## src/rtl/dwa_pkg.sv

```systemverilog
package dwa_pkg;

    typedef struct packed {
        logic       dir;
        logic [1:0] psz;
        logic [1:0] msz;
        logic       pinc;
        logic       minc;
        logic       pfix;
    } dwa_cfg_t;

    function automatic logic [2:0] size_bytes(input logic [1:0] code);
        case (code)
            2'd0:    size_bytes = 3'd1;
            2'd1:    size_bytes = 3'd2;
            2'd2:    size_bytes = 3'd4;
            default: size_bytes = 3'd0;
        endcase
    endfunction

    function automatic logic [31:0] lane_keep(input logic [2:0] nbytes);
        case (nbytes)
            3'd1:    lane_keep = 32'h0000_00FF;
            3'd2:    lane_keep = 32'h0000_FFFF;
            default: lane_keep = 32'hFFFF_FFFF;
        endcase
    endfunction

endpackage

```

## src/rtl/dwa_cfg_check.sv

```systemverilog
module dwa_cfg_check #(
    parameter int CW = 16
) (
    input  logic [1:0]  psz,
    input  logic [1:0]  msz,
    input  logic [CW-1:0] items,
    output logic [CW+2:0] total_bytes,
    output logic          bad
);
    import dwa_pkg::*;

    logic [2:0] mb;

    always_comb begin
        mb          = size_bytes(msz);
        total_bytes = {3'b000, items} << psz;
        bad         = (psz == 2'd3) || (msz == 2'd3) || (items == '0) ||
                      ((total_bytes & (CW+3)'(mb - 3'd1)) != '0);
    end

endmodule

```

## src/rtl/dwa_addr_step.sv

```systemverilog
module dwa_addr_step #(
    parameter int AW = 32
) (
    input  logic          clk,
    input  logic          rst_n,
    input  logic          load,
    input  logic [AW-1:0] base,
    input  logic          adv,
    input  logic          inc_on,
    input  logic [2:0]    stride,
    output logic [AW-1:0] addr
);
    logic [AW-1:0] addr_d, addr_q;

    always_comb begin
        addr_d = addr_q;
        if (load)
            addr_d = base;
        else if (adv && inc_on)
            addr_d = addr_q + AW'(stride);
    end

    always_ff @(posedge clk or negedge rst_n) begin
        if (!rst_n) addr_q <= '0;
        else        addr_q <= addr_d;
    end

    assign addr = addr_q;

endmodule

```

## src/rtl/dwa_pack_buf.sv

```systemverilog
module dwa_pack_buf #(
    parameter int LANES = 4
) (
    input  logic               clk,
    input  logic               rst_n,
    input  logic               clear,
    input  logic               src_fire,
    input  logic [2:0]         src_bytes,
    input  logic [8*LANES-1:0] src_data,
    input  logic               dst_fire,
    input  logic [2:0]         dst_bytes,
    output logic [8*LANES-1:0] data,
    output logic [LANES-1:0]   mask,
    output logic [2:0]         fill
);
    typedef struct packed {
        logic [8*LANES-1:0] data;
        logic [LANES-1:0]   mask;
    } buf_t;

    buf_t buf_d, buf_q;
    int   base;

    function automatic int popc(input logic [LANES-1:0] m);
        int n = 0;
        for (int i = 0; i < LANES; i++) n += int'(m[i]);
        return n;
    endfunction

    always_comb begin
        buf_d = buf_q;
        base  = 0;
        if (clear) begin
            buf_d = '0;
        end else begin
            if (dst_fire) begin
                buf_d.data = buf_q.data >> {dst_bytes, 3'b000};
                buf_d.mask = buf_q.mask >> dst_bytes;
            end
            base = popc(buf_d.mask);
            if (src_fire) begin
                for (int i = 0; i < LANES; i++) begin
                    if ((i < int'(src_bytes)) && (base + i < LANES)) begin
                        buf_d.data[8*(base+i) +: 8] = src_data[8*i +: 8];
                        buf_d.mask[base+i]          = 1'b1;
                    end
                end
            end
        end
    end

    always_ff @(posedge clk or negedge rst_n) begin
        if (!rst_n) buf_q <= '0;
        else        buf_q <= buf_d;
    end

    assign data = buf_q.data;
    assign mask = buf_q.mask;
    assign fill = 3'(popc(buf_q.mask));

endmodule

```

## src/rtl/dma_width_adapter.sv

```systemverilog
module dma_width_adapter #(
    parameter int AW = 32,
    parameter int CW = 16
) (
    input  logic          clk,
    input  logic          rst_n,
    input  logic          start,
    input  logic          dir,
    input  logic [1:0]    psize,
    input  logic [1:0]    msize,
    input  logic          p_inc,
    input  logic          m_inc,
    input  logic          p_fixed4,
    input  logic [CW-1:0] count,
    input  logic [AW-1:0] p_base,
    input  logic [AW-1:0] m_base,
    output logic          p_valid,
    input  logic          p_ready,
    output logic          p_write,
    output logic [AW-1:0] p_addr,
    output logic [31:0]   p_wdata,
    input  logic [31:0]   p_rdata,
    output logic          m_valid,
    input  logic          m_ready,
    output logic          m_write,
    output logic [AW-1:0] m_addr,
    output logic [31:0]   m_wdata,
    input  logic [31:0]   m_rdata,
    output logic          busy,
    output logic          done,
    output logic          config_error,
    output logic [CW-1:0] remaining
);
    import dwa_pkg::*;

    localparam int LANES = 4;
    localparam int BW    = CW + 3;

    typedef struct packed {
        logic          busy;
        logic          done;
        logic          err;
        dwa_cfg_t      cfg;
        logic [CW-1:0] rem;
        logic [BW-1:0] src_left;
        logic [BW-1:0] dst_left;
    } ctl_t;

    ctl_t ctl_d, ctl_q;

    logic [BW-1:0]     total_bytes;
    logic              cfg_bad;
    logic              load;
    logic [2:0]        p_bytes, m_bytes, src_bytes, dst_bytes;
    logic              src_valid, dst_valid, src_fire, dst_fire;
    logic              p_fire, m_fire;
    logic [3:0]        room_need;
    logic [2:0]        buf_fill;
    logic [LANES-1:0]  buf_mask;
    logic [31:0]       buf_data, src_word, wr_word;
    logic [2:0]        p_stride;
    logic              p_inc_q;

    dwa_cfg_check #(.CW(CW)) u_cfg (
        .psz         (psize),
        .msz         (msize),
        .items       (count),
        .total_bytes (total_bytes),
        .bad         (cfg_bad)
    );

    assign load    = start && !ctl_q.busy && !cfg_bad;
    assign p_inc_q = ctl_q.cfg.pinc;

    always_comb begin
        p_bytes   = size_bytes(ctl_q.cfg.psz);
        m_bytes   = size_bytes(ctl_q.cfg.msz);
        src_bytes = ctl_q.cfg.dir ? m_bytes : p_bytes;
        dst_bytes = ctl_q.cfg.dir ? p_bytes : m_bytes;
        room_need = {1'b0, buf_fill} + {1'b0, src_bytes};
        src_valid = ctl_q.busy && (ctl_q.src_left != '0) && (room_need <= 4'd4);
        dst_valid = ctl_q.busy && (buf_fill >= dst_bytes) && (dst_bytes != 3'd0);
        p_valid   = ctl_q.cfg.dir ? dst_valid : src_valid;
        m_valid   = ctl_q.cfg.dir ? src_valid : dst_valid;
        p_write   = ctl_q.cfg.dir;
        m_write   = !ctl_q.cfg.dir;
        p_fire    = p_valid && p_ready;
        m_fire    = m_valid && m_ready;
        src_fire  = ctl_q.cfg.dir ? m_fire : p_fire;
        dst_fire  = ctl_q.cfg.dir ? p_fire : m_fire;
        src_word  = ctl_q.cfg.dir ? m_rdata : p_rdata;
        wr_word   = buf_data & lane_keep(dst_bytes);
        p_stride  = ctl_q.cfg.pfix ? 3'd4 : p_bytes;
    end

    always_comb begin
        ctl_d      = ctl_q;
        ctl_d.done = 1'b0;
        if (!ctl_q.busy) begin
            if (start) begin
                ctl_d.err = cfg_bad;
                if (!cfg_bad) begin
                    ctl_d.busy     = 1'b1;
                    ctl_d.cfg      = '{dir: dir, psz: psize, msz: msize, pinc: p_inc,
                                       minc: m_inc, pfix: p_fixed4};
                    ctl_d.rem      = count;
                    ctl_d.src_left = total_bytes;
                    ctl_d.dst_left = total_bytes;
                end
            end
        end else begin
            if (p_fire)
                ctl_d.rem = ctl_q.rem - 1'b1;
            if (src_fire)
                ctl_d.src_left = ctl_q.src_left - BW'(src_bytes);
            if (dst_fire) begin
                ctl_d.dst_left = ctl_q.dst_left - BW'(dst_bytes);
                if (ctl_q.dst_left == BW'(dst_bytes)) begin
                    ctl_d.busy = 1'b0;
                    ctl_d.done = 1'b1;
                end
            end
        end
    end

    always_ff @(posedge clk or negedge rst_n) begin
        if (!rst_n) ctl_q <= '0;
        else        ctl_q <= ctl_d;
    end

    dwa_pack_buf #(.LANES(LANES)) u_buf (
        .clk       (clk),
        .rst_n     (rst_n),
        .clear     (load),
        .src_fire  (src_fire),
        .src_bytes (src_bytes),
        .src_data  (src_word),
        .dst_fire  (dst_fire),
        .dst_bytes (dst_bytes),
        .data      (buf_data),
        .mask      (buf_mask),
        .fill      (buf_fill)
    );

    dwa_addr_step #(.AW(AW)) u_paddr (
        .clk    (clk),
        .rst_n  (rst_n),
        .load   (load),
        .base   (p_base),
        .adv    (p_fire),
        .inc_on (ctl_q.cfg.pinc),
        .stride (p_stride),
        .addr   (p_addr)
    );

    dwa_addr_step #(.AW(AW)) u_maddr (
        .clk    (clk),
        .rst_n  (rst_n),
        .load   (load),
        .base   (m_base),
        .adv    (m_fire),
        .inc_on (ctl_q.cfg.minc),
        .stride (m_bytes),
        .addr   (m_addr)
    );

    assign p_wdata      = wr_word;
    assign m_wdata      = wr_word;
    assign busy         = ctl_q.busy;
    assign done         = ctl_q.done;
    assign config_error = ctl_q.err;
    assign remaining    = ctl_q.rem;

endmodule

```

## config.mk

```make
export PLATFORM = sky130hd
export DESIGN_NAME = dma_width_adapter
export DESIGN_NICKNAME = d
export VERILOG_FILES = /design/src/rtl/dwa_pkg.sv /design/src/rtl/dwa_cfg_check.sv /design/src/rtl/dwa_addr_step.sv /design/src/rtl/dwa_pack_buf.sv /design/src/rtl/dma_width_adapter.sv
export SDC_FILE = /design/constraint.sdc
export NUM_CORES = 1
export LEC_CHECK = 0
export ABC_AREA = 1
export BUFFER_PORTS_ARGS = -buffer_cell sky130_fd_sc_hd__buf_2
export CAP_MARGIN = 20
export CORE_ASPECT_RATIO = 1.25
export CORE_UTILIZATION = 50
export DETAILED_ROUTE_END_ITERATION = 8
export GPL_ROUTABILITY_DRIVEN = 0
export PLACE_DENSITY = 0.83
export SKIP_LAST_GASP = 1
export SYNTH_ARGS = -nofsm -noshare
export SYNTH_HDL_FRONTEND = slang
export SYNTH_SLANG_ARGS = --single-unit
```

## constraint.sdc

```tcl
create_clock -name clk -period 12.5 [get_ports clk]
set_input_delay 2.5 -clock clk [delete_from_list [all_inputs] [get_ports clk]]
set_output_delay 2.5 -clock clk [all_outputs]
set_load 0.02 [all_outputs]
```

==> summary.md <==
| Metric | Value |
|---|---|
| Status | `finished, final reports clean` |
| Share of Yosys cell area claimed by the top area cell type | `28.1%` |
| CTS Buf Count | `17` |
| Peak VDD IR | `326 uV` |
| Vias | `16,300` |
| 1st-pass router iterations | `7` |
| Synth area leaders | `dfrtp_1, nand2_1, o21ai_0` |
| HP Class | `reg2reg` |
| Gr usage total | `32.3%` |
| Initial antenna violation count | `2` |
| Clk slew on worst S/H paths | `0.07 ns` |
| Die H | `194 um` |
| Final worst path period share | `67.8%` |
| Core Rows | `69` |
| I/O Buffers | `307` |
| Gate power share | `72.5%` |
| Final WS setup | `4.03 ns` |
| Int Power | `2.10 mW` |
| Pin count of the biggest net entering global routing | `94` |
| Count of pins over their slew limit | `0` |
| Most frequent cell after synthesis | `nand2_1` |
| Reg power frac | `16.3%` |
| Fmax achieved | `0.118 GHz` |
| Post-synth EDFFs | `0` |
| Pleak | `8.48 nW` |
| Setup bufs post-CTS | `0` |
| CP Buf/Inv Count | `9` |
| Non-Filler Instances | `2,832` |
| Distinct cells, synth | `61` |
| P&R area growth vs syn | `12.0%` |
| Seq cells post-synth | `165` |
| CTS max path bufs | `2` |
| Post-Syn Instances | `2,247` |
| Startpoint Class | `flip-flop` |
| Initial Util | `51.3%` |
| CP top delay family | `simple AND/OR/NAND/NOR gates` |
| Worst slack, placed | `4.30 ns` |
| Sink Count | `165` |
| Die ar. | `30,100 sq um` |
| Clock power frac | `11.3%` |
| CTS resizes | `0` |
| Fin. Hold Viols | `0` |
| Fin nets | `2,630` |
| Core region area | `28,700 sq um` |
| Max Cap Violations | `0` |
| Power per cell area | `304 nW/um^2` |
| First-pass GRT wire length | `77.5 mm` |
| Net Sw Frac | `58.0%` |
| Area leader, netlist | `dfrtp_1` |
| Net Count, Synth | `2,449` |
| Sequential area share after synthesis | `28.1%` |
| Fraction of final layout cells sized beyond drive strength 1 | `18.4%` |
| Critical path class | `reg2reg` |
| Avg WL per Cell | `17.2 um` |
| Worst Tran Pin Value | `1.08 ns` |
| Number of cells on the critical path | `30` |
| Length in cells of the worst reg-to-reg path | `30` |
| # DRC | `0` |
| Crit. End Element | `flip-flop` |
| Critical path arrival | `8.79 ns` |
| Drt total wl | `48.8 mm` |
| Detail-routed via count per cell | `5.75` |
| Global route total overflow | `0` |
| Synth cell count leaders | `nand2_1, inv_1, o21ai_0` |
| Post-synth top flop | `dfrtp_1` |
| CTS Hold Bufs | `0` |
| Iteration-0 DRC Markers | `1,726` |
| Clk root buf | `clkbuf_16` |
| Synth Area per Inst | `6.55 sq um` |
| Slowest CP cell | `fa_1` |
| Dpl cells | `2,799` |
| Io pins | `308` |
| Crit path largest cell delay | `1.06 ns` |
| Net Switching | `2.90 mW` |
| Detailed Place HPWL | `36.5 mm` |
| Setup Viol. Count Final | `0` |
| Number of global-route vias before repair | `15,200` |
| Layout Skew | `0.0135 ns` |
| Synth async-reset ratio | `100%` |
| H-tree lvl count | `4` |
| Synth Cell Area | `14,700 sq um` |
| R2R setup slack | `4.03 ns` |
| Ys Warns | `0` |
| CP required | `12.82 ns` |
| Final ANT Viol Nets | `0` |
| RSZ-0062 raised after global routing | `false` |
| Hold Crit Depth | `2` |
| Minimum clock period | `8.47 ns` |
| Setup TNS | `0 ns` |
| Hold_ws | `0.489 ns` |
| Clk_lat worst skew | `0.44 ns` |
| CTS tree | `built` |
| CP max FO | `63` |
| Die Width | `155 um` |
| Final Core Density | `57.5%` |
| Max-slew headroom | `27.2%` |
cell type report:
cell class | instances | area (sq um)
repair buffers | 313 | 1590
diodes | 1 | 2.50
clock buffers | 21 | 460
fillers | 2697 | 12200
well taps | 390 | 488
multi-input cells | 1634 | 8530
clock inverters | 11 | 150
inverters | 297 | 1130
flip-flops and latches | 165 | 4130
worst min-delay path, stage by stage, from the launching register on:
cell	delay [ns]
dfrtp_1	0.35
nand2_1	0.06
nand2_1	0.05
state kept, by name (all words and copies together) (netlist names):
signal        flops
ctl_q            44
u_buf.data       32
u_maddr.addr     32
u_paddr.addr     32
remaining        16
u_buf.mask        4
busy              1
config_error      1
done              1
p_inc_q           1
p_write           1
cell families (layout without fill, tap and decap cells):
logic type | count (synthesis) | after routing | share of synthesized area (%)
XOR/XNOR | 58 | 58 | 3.45
buffers and inverters | 448 | 642 | 14.1
other | 0 | 1 | 0
adder cells (fa/ha/maj) | 45 | 45 | 4.24
AND/OR/NAND/NOR | 1004 | 1004 | 29.4
flip-flops | 165 | 165 | 28.1
AO/OA/AOI/OAI | 521 | 521 | 20.4
multiplexers | 6 | 6 | 0.408
path summary, 6_finish.rpt:
check / start / endpoint
worst max-delay path: p_write$_DFFE_PN0P_ / u_buf.data[5]$_DFF_PN0_
worst min-delay path: ctl_q[18]$_DFFE_PN0P_ / ctl_q[18]$_DFFE_PN0P_
worst max register to register: p_write$_DFFE_PN0P_ / u_buf.data[5]$_DFF_PN0_
worst min register to register: ctl_q[18]$_DFFE_PN0P_ / ctl_q[18]$_DFFE_PN0P_
max in group asynchronous: rst_n / u_maddr.addr[29]$_DFFE_PN0P_
min in group asynchronous: rst_n / remaining[7]$_DFFE_PN0P_
metal layers:
layer  share of wire [%]  global-route usage (%)
met2                  47                    54.0
met5               0.053                       0
met3                 8.8                    5.12
met4                 6.4                    20.3
met1                  38                    38.6
power groups by stage:
stage / Sequential, mW / Combinational [mW] / Clock [mW]
after CTS: 0.809 / 3.52 / 0.567
after detailed placement: 0.818 / 3.50 / 0
after global routing: 0.833 / 4.02 / 0.588
final: 0.814 / 3.63 / 0.563
after global placement: 0.813 / 3.41 / 0
after floorplan: 0.806 / 2.83 / 0
cell usage in the layout (no fill, tap or decap), types with 4 or more instances in the layout:
cell type and instances:
clkbuf_16 17, nand2_1 543, ha_1 37, o21ai_2 21, or2_2 4, o21ai_1 53
xor2_1 53, nor3_1 56, inv_1 270, nor4_1 9, a22oi_1 5, nand2_4 6
nand4_1 30, o22ai_1 27, inv_4 4, o21ai_0 234, buf_4 6, a21oi_1 86
xnor2_1 5, dfrtp_1 164, a31oi_1 38, mux2i_1 6, buf_2 306, inv_2 19
o31ai_1 8, nand3_1 95, nand2_2 8, o211ai_1 13, a21oi_2 12, nor2_2 9
clkinvlp_4 4, nor2_1 224, fa_1 8
stage by stage:
stage               total power, mW  area (sq um)
floorplan                      3.64         14700
global placement               4.22         15900
detailed placement             4.32         15900
CTS                            4.89         16500
global route                   5.44         16500
finish                         5.00         16500
No activity file was read; power rests on OpenSTA's default activity.
